[src/rtl/pwm_pkg.sv]
package pwm_pkg;
  localparam int SEL_W = 2;

  typedef enum logic [SEL_W-1:0] {
    SEL_PERIOD = 2'd0,
    SEL_DUTY   = 2'd1,
    SEL_ENABLE = 2'd2,
    SEL_SPARE  = 2'd3
  } reg_sel_e;
endpackage

[src/rtl/pwm_stage_regs.sv]
module pwm_stage_regs
  import pwm_pkg::*;
#(
  parameter int DW = 32
) (
  input  logic             clk,
  input  logic             rst,
  input  logic             wr_en,
  input  logic [SEL_W-1:0] wr_sel,
  input  logic [DW-1:0]    wr_data,
  output logic [DW-1:0]    per_load,
  output logic [DW-1:0]    duty_load,
  output logic             enable
);

  always_ff @(posedge clk) begin
    if (rst) begin
      per_load  <= '0;
      duty_load <= '0;
      enable    <= 1'b0;
    end else if (wr_en) begin
      case (reg_sel_e'(wr_sel))
        SEL_PERIOD: per_load  <= wr_data;
        SEL_DUTY:   duty_load <= wr_data;
        SEL_ENABLE: enable    <= wr_data[0];
        default: ;
      endcase
    end
  end


  spare_write_chk: assert property (@(posedge clk) disable iff (rst)
    (wr_en && wr_sel == SEL_SPARE) |=> ($stable(per_load) && $stable(duty_load) && $stable(enable)));

endmodule

[src/rtl/pwm_down_timer.sv]
module pwm_down_timer #(
  parameter int CW = 33
) (
  input  logic          clk,
  input  logic          rst,
  input  logic          run,
  input  logic          load,
  input  logic [CW-1:0] reload,
  output logic [CW-1:0] count,
  output logic          at_zero
);

  always_ff @(posedge clk) begin
    if (rst)               count <= '0;
    else if (!run || load) count <= reload;
    else if (count != '0)  count <= count - CW'(1);
  end

  assign at_zero = (count == '0);


  count_step_chk: assert property (@(posedge clk) disable iff (rst)
    (run && !load && count != '0) |=> (count == $past(count) - CW'(1)));


  park_chk: assert property (@(posedge clk) disable iff (rst)
    !run |=> (count == $past(reload)));

endmodule

[src/rtl/pwm_dual_timer.sv]
module pwm_dual_timer
  import pwm_pkg::*;
#(
  parameter int DW = 32
) (
  input  logic             clk,
  input  logic             rst,
  input  logic             wr_en,
  input  logic [SEL_W-1:0] wr_sel,
  input  logic [DW-1:0]    wr_data,
  output logic             pwm_out
);

  localparam int CW = DW + 1;

  logic [DW-1:0] per_load, duty_load;
  logic          en_q;
  logic [CW-1:0] per_count, duty_count;
  logic          per_zero, duty_zero;
  logic          started, boundary, pwm_q;
  logic [DW-1:0] act_per, act_duty;

  pwm_stage_regs #(.DW(DW)) u_regs (
    .clk(clk), .rst(rst), .wr_en(wr_en), .wr_sel(wr_sel), .wr_data(wr_data),
    .per_load(per_load), .duty_load(duty_load), .enable(en_q)
  );

  assign boundary = en_q && (!started || per_zero);

  pwm_down_timer #(.CW(CW)) u_per_timer (
    .clk(clk), .rst(rst), .run(en_q), .load(boundary),
    .reload({1'b0, per_load} + CW'(1)),
    .count(per_count), .at_zero(per_zero)
  );

  pwm_down_timer #(.CW(CW)) u_duty_timer (
    .clk(clk), .rst(rst), .run(en_q), .load(boundary),
    .reload({1'b0, duty_load} + CW'(1)),
    .count(duty_count), .at_zero(duty_zero)
  );

  always_ff @(posedge clk) begin
    if (rst || !en_q) begin
      started <= 1'b0;
      pwm_q   <= 1'b0;
    end else begin
      started <= 1'b1;
      if (boundary) pwm_q <= (duty_load < per_load);
      else          pwm_q <= pwm_q && !duty_zero;
    end
  end

  always_ff @(posedge clk) begin
    if (rst) begin
      act_per  <= '0;
      act_duty <= '0;
    end else if (boundary) begin
      act_per  <= per_load;
      act_duty <= duty_load;
    end
  end

  assign pwm_out = pwm_q;


  no_high_when_full_chk: assert property (@(posedge clk) disable iff (rst)
    pwm_q |-> (act_duty < act_per));


  rise_at_start_chk: assert property (@(posedge clk) disable iff (rst)
    $rose(pwm_q) |-> (per_count == {1'b0, act_per} + CW'(1)));


  fall_on_expiry_chk: assert property (@(posedge clk) disable iff (rst)
    ($fell(pwm_q) && en_q && !boundary) |-> duty_zero);


  off_low_chk: assert property (@(posedge clk) disable iff (rst)
    !en_q |=> !pwm_q);

endmodule

[config.mk]
export PLATFORM = sky130hd
export DESIGN_NAME = pwm_dual_timer
export DESIGN_NICKNAME = d
export VERILOG_FILES = /design/src/rtl/pwm_pkg.sv /design/src/rtl/pwm_stage_regs.sv /design/src/rtl/pwm_down_timer.sv /design/src/rtl/pwm_dual_timer.sv
export SDC_FILE = /design/constraint.sdc
export NUM_CORES = 1
export LEC_CHECK = 0
export ABC_AREA = 1
export BUFFER_PORTS_ARGS = -buffer_cell sky130_fd_sc_hd__buf_2
export CAP_MARGIN = 10
export CORE_ASPECT_RATIO = 1.4
export CORE_UTILIZATION = 55
export DETAILED_ROUTE_END_ITERATION = 8
export PLACE_DENSITY_LB_ADDON = 0.1
export SYNTH_ARGS = -nofsm -noshare
export SYNTH_HDL_FRONTEND = slang
export SYNTH_SLANG_ARGS = --single-unit
[constraint.sdc]
create_clock -name clk -period 2.3 [get_ports clk]
set_clock_uncertainty 0.05 [all_clocks]
set_input_delay 0.69 -clock clk [delete_from_list [all_inputs] [get_ports clk]]
set_output_delay 0.69 -clock clk [all_outputs]
set_load 0.1 [all_outputs]
### Yosys cells after proc, flatten, opt, wreduce, memory -nomap -nowiden

Index checks and enable logic that the tools add are counted.
W data, S select, Z words.

* flip-flop bits (word level): 133
* input port bits: 37
* output and inout port bits: 1
* word-level logic and storage cells: 38

* add/sub/neg operators: 4
* magnitude comparators: 1
* equal/unequal tests: 2
* mux-type cells: 6
* reduce and logical (&&, ||, !) cells: 18

Operator list (number)
* $mux W33: 4
* $add A32 B1 Y33 const B: 2
* $logic_not A33 Y1: 2
* $reduce_bool A33 Y1: 2
* $sub A33 B1 Y33 const B: 2
* $lt A32 B32 Y1: 1
* $reduce_and A2 Y1: 3
* $reduce_bool A2 Y1: 2
* $logic_not A1 Y1: 3
* $logic_or A1 B1 Y1: 3
* $eq A2 B1 Y1 const B: 1
* $eq A2 B2 Y1 const B: 1
* $logic_and A1 B1 Y1: 2
* $logic_not A2 Y1: 1
* $mux W1: 2

### Depth between registers and ports, before layout

Gate-level depths: netlist (run 1).

* depth in word-level cells: 5
* mapped depth: 14

### By module

From an unflattened synthesis (run 1), not the netlist that was laid out.

* cell total of the unflattened synthesis: 1590
* area, all modules: 9899.5 um^2

Modules (own cells, without submodules)
* pwm_down_timer: instances 2, cells an instance 384, area an instance 2334.7 um^2, seq. area each 660.6 um^2
* pwm_stage_regs: instances 1, cells an instance 422, area an instance 2796.4 um^2, seq. area each 1301.2 um^2
* pwm_dual_timer: instances 1, cells an instance 400, area an instance 2433.6 um^2, seq. area each 40.0 um^2

### Worst setup path after synthesis (run 1)

Ideal clock, no wire load.

* path type: input -> register
* start point: input wr_en
* end point: register u_regs.duty_load[16]
* library setup time: 116 ps
* arrival: 1578 ps
* slack: 557 ps
* stages on the path: 7
* buffers on the path: 2
* path through: nand2_1 nor2_1 inv_1 clkbuf_1 clkbuf_1 nor2_1 nor2_1

* word-level cells in the longest chain between the ends: 1

RTL lines
* start, declared: line pwm_dual_timer.sv:8 `input logic wr_en,`
* $reduce_and A2 Y1 (no source line)
* end signal, assigned: line pwm_stage_regs.sv:24 `SEL_DUTY: duty_load <= wr_data;`
* end, declared: line pwm_stage_regs.sv:12 `output logic [DW-1:0] duty_load,`

No other way between the ends.
A chain may end at the register's enable or synchronous reset.

### Final worst setup path (run 1)

* start point: register u_per_timer.count[0]
* end point: register u_duty_timer.count[3]

* word-level cells in the longest chain between the ends: 5
* elaborated cells between the ends (all ways): 6

RTL lines
* start, declared: line pwm_down_timer.sv:9 `output logic [CW-1:0] count,`
* start signal, assigned: line pwm_down_timer.sv:15 `else if (!run || load) count <= reload;`
* start signal, assigned: line pwm_down_timer.sv:16 `else if (count != '0) count <= count - CW'(1);`
* $logic_not A33 Y1 *: line pwm_down_timer.sv:19 `assign at_zero = (count == '0);`
* $logic_or A1 B1 Y1 *: line pwm_dual_timer.sv:28 `assign boundary = en_q && (!started || per_zero);`
* $logic_and A1 B1 Y1 *: line pwm_dual_timer.sv:28
* $logic_or A1 B1 Y1 *: line pwm_down_timer.sv:15
* $mux W33 / $reduce_bool A2 Y1 (equally long branches)
* end signal, assigned: line pwm_down_timer.sv:15
* end signal, assigned: line pwm_down_timer.sv:16
* end, declared: line pwm_down_timer.sv:9

Mark *: on every way between the ends. The rest lies on a longest branch, timed or not.

==> run_results.csv, run 1 <==
group,metric,value,unit
routing,finalWirelength,27000,um
hold_path,hp-class,"input port to flip-flop",
sta,finalWorstPathRequiredPeriod,2.04,ns
synth,ys.flop_type,"dfxtp_1",
clock_tree,clk_latency,0.42,ns
clock_tree,clkSlewWorstSetupHoldPaths,0.06,ns
routing,initialDrtViolationCount,563,
sta,setup_violations,0,
synth,ys_ff_latch,133,
layout,nets,1473,
power_and_ir_drop,p_leak,4.31,nW
power_and_ir_drop,p_per_area,676,nW/um^2
worst_setup_path,critPathKind,"flip-flop to flip-flop",
global_route,gr-total-overflow,0,
synth,synth_top_area_share,30.5,%
placement,place.gp.congestion,0.988,
synth,yosysTopAreaCell,"dfxtp_1",
global_route,grt_pass1_vias,8217,
sta,finalHoldViolCount,0,
synth,ys_warn_count,0,
placement,pre_cts_slack,0.178,ns
layout,diodes,0,
hold_path,holdPathStages,3,
sta,maxSlewHeadroom,66.2,%
layout,nFillCells,1567,
worst_setup_path,critPathArrivalTime,2.27,ns
layout,area_delta_synth_final,11.1,%
floorplanning,die_area,16400,um^2
sta,fin_crit_sh,88.6,%
synth,yosysSeqAreaShare,30.5,%
synth,syn_nets,1441,
sta,worst_pin_slew,0.506,ns
clock_tree,cts_tree,"yes",
routing,routed-via-count,8884,
clock_tree,clock_sinks,133,
worst_setup_path,ff2ff_path_depth,13,
routing,viasPerCell,5.54,
run,maxCapViolCount,0,
global_route,grt_max_degree,85,
power_and_ir_drop,ir_worst_vdd,542,uV
clock_tree,ctsHoldBuffers,0,
worst_setup_path,start_kind,"flip-flop",
global_route,grt_first_pass_wirelength,42100,um
global_route,antenna_found_initial,0,
sta,maxClockFrequency,491,MHz
worst_setup_path,cp_max_fo,25,
clock_tree,clock_path_buffers,2,
routing,drc,0,
floorplanning,coreArea,15500,um^2
clock_tree,cts_buffers,17,
clock_tree,root_buffer,"clkbuf_16",
layout,drive_above_1_share,7.88,%
synth,synth_common_cells,"nand2_1 (329), nor2_1 (238), dfxtp_1 (133)",
routing,drt-wirelength-per-cell,16.8,um
synth,synth_cell_types,33,
status,outcome,"finished, final reports clean",
synth,avgSynthCellArea,6.39,um^2
floorplanning,initial_utilization,56.2,%
floorplanning,placementRows,54,
routing,drt.antenna.violating_nets,0,
floorplanning,die-width,109,um
sta,slew_viol_final,0,
floorplanning,fp.dieH,151,um
worst_setup_path,crit_path_end_kind,"flip-flop",
placement,place_hpwl,21000,um
clock_tree,htree_num_levels,4,
synth,synthTopCellsByArea,"dfxtp_1 (30%), nand2_1 (14%), nor2_1 (10%), xor2_1 (6.7%), a21oi_1 (6.0%)",
routing,drt_pass1_iterations,5,
floorplanning,num_io_pins,38,
global_route,grtUsageTotal,34.1,%
synth,synth_enable_flop_cells,0,
sta,layout_setup_ws,0.262,ns
sta,setup_tns,0,ns
placement,portBuffers,37,
synth,synthArstFlopShare,0,%
sta,rsz0062_at_grt,"no",
power_and_ir_drop,total_power,6.56,mW
synth,mappedNetlistArea,8730,um^2
synth,synthCells,1367,
worst_setup_path,critical_path_required,2.54,ns
synth,synth_most_common_cell,"nand2_1",
-- power by group --
group          total, mW  switching [mW]  internal [mW]
Combinational       1.22           0.790          0.432
Sequential          2.53           0.127           2.41
Clock               2.81           0.982           1.82
-- worst max-delay path, stage by stage, from the launching register on --
cell and delay (ns):
dfxtp_1 0.30, inv_1 0.07, ha_1 0.20, nand2_1 0.07, nor2_1 0.04, nand2_1 0.05
nor2_1 0.04, nand2_1 0.08, nand3_2 0.13, inv_4 0.25, buf_4 0.31, o21ai_0 0.15
o21ai_1 0.10, nor2_1 0.05
-- cells by family after synthesis --
| family | share of synthesized area, % |
|---|---|
| AOI/OAI and AO/OA | 13.2 |
| DFF | 30.5 |
| buffers and inverters | 8.02 |
| adders and majority gates | 5.30 |
| xor gates and xnor gates | 9.23 |
| and+or+nand+nor | 33.8 |
-- area by class of cell --
type / instances / area, um^2 / area share [%]
flip-flops and latches: 133 / 2660 / 27.4
inverters: 125 / 472 / 4.86
well taps: 196 / 245 / 2.53
multi-input cells: 1066 / 5380 / 55.4
clock buffers: 24 / 502 / 5.17
repair buffers: 56 / 353 / 3.64
clock inverters: 4 / 95.1 / 0.980
-- stage by stage --
stage               hold WS [ns]  util, %  instance area, um^2  cells
detailed placement         0.461     58.6                 9100   1576
global route               0.458     62.4                 9700   1604
CTS                        0.447     62.4                 9700   1604
global placement           0.467     58.6                 9100   1576
floorplan                  0.396        -                 8730   1367
finish                     0.446     62.4                 9700   1604
-- cell usage in the layout, fill, tap and decap left out, types with 2 or more instances in the layout --
| master | synthesis | layout |
|---|---|---|
| o21bai_1 | 3 | 3 |
| clkbuf_8 | 0 | 5 |
| nor3_1 | 32 | 32 |
| ha_1 | 37 | 37 |
| dfxtp_1 | 133 | 133 |
| nand3b_1 | 4 | 4 |
| clkbuf_16 | 0 | 17 |
| a21oi_1 | 105 | 105 |
| xnor2_1 | 25 | 25 |
| nor2_4 | 2 | 2 |
| inv_2 | 5 | 5 |
| o21ai_0 | 104 | 104 |
| clkinv_1 | 2 | 2 |
| nor2_2 | 9 | 9 |
| nand2_1 | 329 | 329 |
| o21ai_1 | 13 | 13 |
| nand3_1 | 60 | 60 |
| nand3_2 | 2 | 2 |
| buf_12 | 0 | 2 |
| or2_2 | 3 | 3 |
| xor2_1 | 67 | 67 |
| buf_4 | 2 | 17 |
| nor3_2 | 3 | 3 |
| bufinv_16 | 0 | 3 |
| and2_1 | 2 | 2 |
| buf_2 | 8 | 37 |
| nand4_1 | 22 | 22 |
| nor2_1 | 238 | 238 |
| clkbuf_1 | 24 | 2 |
| inv_1 | 118 | 117 |
-- registers in the layout (all words and copies together), names as in the netlist --
| register | count |
|---|---|
| pwm_out | 1 |
| u_duty_timer.count | 33 |
| u_regs.enable | 1 |
| u_regs.duty_load | 32 |
| u_per_timer.count | 33 |
| u_regs.per_load | 32 |
| started | 1 |
-- per-layer routing --
metal,up-vias,share of wire [%],GRT usage (%)
met3,61,5.3,4.65
met2,310,48,57.6
met5,-,0,0
li1,4462,-,-
met4,0,4.1,16.1
met1,4051,42,42.6
-- what timing repair did --
item / 4_1_cts / 5_1_grt
endpoints found under the setup margin: 0 / 2
resized for setup: 0 / 3
setup buffers: 0 / 0
-- final timing paths --
check                            start               endpoint  slack, ns
setup / recovery  u_per_timer.count[0]  u_duty_timer.count[3]       0.26
hold / removal             wr_data[10]   u_regs.duty_load[10]       0.45
setup reg to reg  u_per_timer.count[0]  u_duty_timer.count[3]       0.26
hold reg to reg          u_regs.enable                started       0.47
Note: power is estimated with default switching activity, not from simulation.
==> run 2: changes to the inputs <==
--- a/config.mk
+++ b/config.mk
@@ -5,7 +5,6 @@
 export SDC_FILE = /design/constraint.sdc
 export NUM_CORES = 1
 export LEC_CHECK = 0
-export ABC_AREA = 1
 export BUFFER_PORTS_ARGS = -buffer_cell sky130_fd_sc_hd__buf_2
 export CAP_MARGIN = 10
 export CORE_ASPECT_RATIO = 1.4
==> run 2 against run 1 <==
The run now ends with negative setup slack left. Cell count down 17%. Core utilization up 11 points. Largest power group unchanged. Sequential power down 4%. Sequential share of layout area down 0.68 points. Sequential cell count unchanged. Clock power up 7.1%.
==> run_results.csv, run 2 <==
group,metric,value,unit
status,outcome,"complete, but fails checks",
status,violations,"negative setup slack",
power_and_ir_drop,p_per_area,650,nW/um^2
layout,mostFrequentLayoutCell,"nand2_1",
routing,viasPerCell,5.74,
synth,muxShareOfSynthArea,0.275,%
synth,synth_common_cells,"nand2_1 (186), dfxtp_1 (133), a21oi_1 (95)",
layout,nets,1216,
synth,synth_cell_types,48,
routing,drt_pass1_iterations,7,
routing,drc,0,
floorplanning,placementRows,50,
synth,synth_enable_flop_cells,0,
global_route,grt_pass1_vias,7441,
global_route,gr-total-overflow,0,
placement,placed_area,8910,um^2
floorplanning,num_io_pins,38,
floorplanning,fp.dieH,142,um
layout,final_area,9950,um^2
synth,synth_compound_area_share,12.7,%
clock_tree,clock_path_buffers,2,
routing,drt-wirelength-per-cell,17.2,um
power_and_ir_drop,switchingPower,1.69,mW
sta,maxSlewHeadroom,53.1,%
sta,maxClockFrequency,370,MHz
layout,drive_above_1_share,22.4,%
clock_tree,cts_buffers,17,
synth,yosysSeqAreaShare,34.5,%
power_and_ir_drop,ir_worst_vdd,462,uV
global_route,grtUsageTotal,32.2,%
floorplanning,coreArea,13500,um^2
worst_setup_path,critPathKind,"flip-flop to flip-flop",
clock_tree,clk_latency,0.43,ns
clock_tree,clock_sinks,133,
placement,portBuffers,37,
global_route,busiest_layer,"met2",
worst_setup_path,cp_max_fo,5,
synth,yosysTopAreaCell,"dfxtp_1",
layout,top_regs,"u_duty_timer.count x33, u_per_timer.count x33",
sta,layout_setup_ws,-0.406,ns
synth,mappedNetlistArea,7730,um^2
global_route,grtUsageMet1,36.3,%
clock_tree,clkSlewWorstSetupHoldPaths,0.06,ns
layout,final_util,73.7,%
power_and_ir_drop,p_int,4.78,mW
sta,setup_violations,67,
synth,ys_warn_count,0,
synth,ys_ff_latch,133,
sta,finalWorstPathRequiredPeriod,2.71,ns
clock_tree,htree_num_levels,4,
power_and_ir_drop,p_seq_share,37.5,%
global_route,grt_util_met2,56.4,%
worst_setup_path,crit_path_end_kind,"flip-flop",
routing,drt.antenna.violating_nets,0,
sta,finalHoldViolCount,0,
synth,synth_top_family_by_area,"simple AND/OR/NAND/NOR gates",
layout,diodes,0,
synth,synthArstFlopShare,0,%
worst_setup_path,critical_path_required,2.57,ns
floorplanning,initial_utilization,57.2,%
synth,synth_xor_area_share,12.8,%
sta,fin_crit_sh,118,%
worst_setup_path,start_kind,"flip-flop",
power_and_ir_drop,clkPwrFrac,46.5,%
power_and_ir_drop,p_leak,3.91,nW
worst_setup_path,critPathArrivalTime,2.98,ns
synth,synth_most_common_cell,"nand2_1",
synth,synth_top_area_share,34.5,%
sta,slew_viol_final,0,
sta,rsz0062_at_grt,"yes",
placement,pre_cts_slack,-0.347,ns
power_and_ir_drop,p_comb_share,16.0,%
global_route,antenna_found_initial,0,
run,maxCapViolCount,0,
clock_tree,cts_tree,"yes",
layout,area_delta_synth_final,28.8,%
clock_tree,root_buffer,"clkbuf_16",
floorplanning,die_area,14500,um^2
synth,syn_nets,1079,
synth,avgSynthCellArea,7.69,um^2
global_route,grt_max_degree,62,
global_route,grt_util_met3,6.43,%
floorplanning,die-width,102,um
routing,initialDrtViolationCount,451,
clock_tree,ctsHoldBuffers,0,
sta,worst_pin_slew,0.703,ns
layout,nFillCells,1092,
placement,place_hpwl,16600,um
routing,routed-via-count,7666,
synth,synthCells,1005,
synth,yosys.area_share.simple,29.0,%
global_route,grt_first_pass_wirelength,35700,um
layout,layout_common_cells,"nand2_1 (181), dfxtp_1 (132), buf_4 (119)",
routing,finalWirelength,22900,um
hold_path,hp-class,"flip-flop to flip-flop",
sta,setup_tns,-22.05,ns
power_and_ir_drop,switching_share,26.2,%
synth,synth_fa_ha_area_share,5.99,%
synth,ys.flop_type,"dfxtp_1",
placement,place.gp.congestion,0.872,
synth,synthTopCellsByArea,"dfxtp_1 (34%), nand2_1 (9.0%), xnor2_1 (8.8%), a21oi_1 (6.2%), ha_1 (6.0%)",
run 2: cell count changes in the layout (fill, tap and decap cells not counted), moves of 32 or more:
cell / previous run / this run
inv_1: 117 / 41
nor2_1: 238 / 54
nand2_1: 329 / 181
o21ai_0: 104 / 9
xor2_1: 67 / 35
xnor2_1: 25 / 78
buf_4: 17 / 119
run 2: kinds of logic (layout without fill, tap and decap cells):
logic type / after synthesis / in the layout
adders and majority gates: 37 / 37
DFF: 133 / 133
muxes: 2 / 2
buffers and inverters: 94 / 243
xor gates and xnor gates: 113 / 113
AOI/OAI and AO/OA: 167 / 167
and+or+nand+nor: 459 / 459
run 2: worst paths after layout:
path / start / end / slack (ns) / cells after the start
setup / recovery: u_per_timer.count[8] / u_per_timer.count[15] / -0.41 / 6
hold / removal: u_regs.per_load[14] / u_regs.per_load[14] / 0.42 / 2
setup reg to reg: u_per_timer.count[8] / u_per_timer.count[15] / -0.41 / 6
hold reg to reg: u_regs.per_load[14] / u_regs.per_load[14] / 0.42 / 2
run 2: metal layers:
| layer | part of all wire, % | up-vias |
|---|---|---|
| met1 | 41 | 3590 |
| met5 | 0 | - |
| li1 | - | 3794 |
| met2 | 51 | 229 |
| met3 | 4.0 | 53 |
| met4 | 4.1 | 0 |
run 2: through the flow:
step | hold WS [ns] | cells | power, mW
floorplan | 0.399 | 1005 | 3.07
global route | 0.456 | 1336 | 6.68
CTS | 0.425 | 1329 | 6.43
detailed placement | 0.417 | 1297 | 3.43
global placement | 0.410 | 1297 | 3.42
finish | 0.421 | 1336 | 6.47
run 2: power by group through the flow:
stage	logic (mW)	clock network [mW]	registers (mW)
2_1_floorplan	0.595	0	2.48
3_3_place_gp	0.949	0	2.47
3_5_place_dp	0.955	0	2.47
4_1_cts	0.982	3.02	2.42
5_1_grt	1.13	3.12	2.43
6_report	1.03	3.01	2.43
run 2: critical path, stage by stage, from the launching register on:
cell and delay [ns]:
dfxtp_2 0.32, or4_4 0.53, or4_4 0.50, or4_4 0.44, and3_4 0.23, or3b_1 0.36, and3_1 0.17
run 2: final cells by class:
class	instances	area, um^2	share of cell area (%)
clock buffers	19	443	4.45
inverters	41	154	1.55
well taps	182	228	2.29
multi-input cells	778	4940	49.7
repair buffers	171	1320	13.2
flip-flops and latches	133	2660	26.8
clock inverters	12	204	2.05
run 2: timing repair:
action,CTS,global route
setup buffers,1,6
resized for setup,19,58
pin swaps,2,10
setup endpoints to repair,67,67
gates cloned,0,1
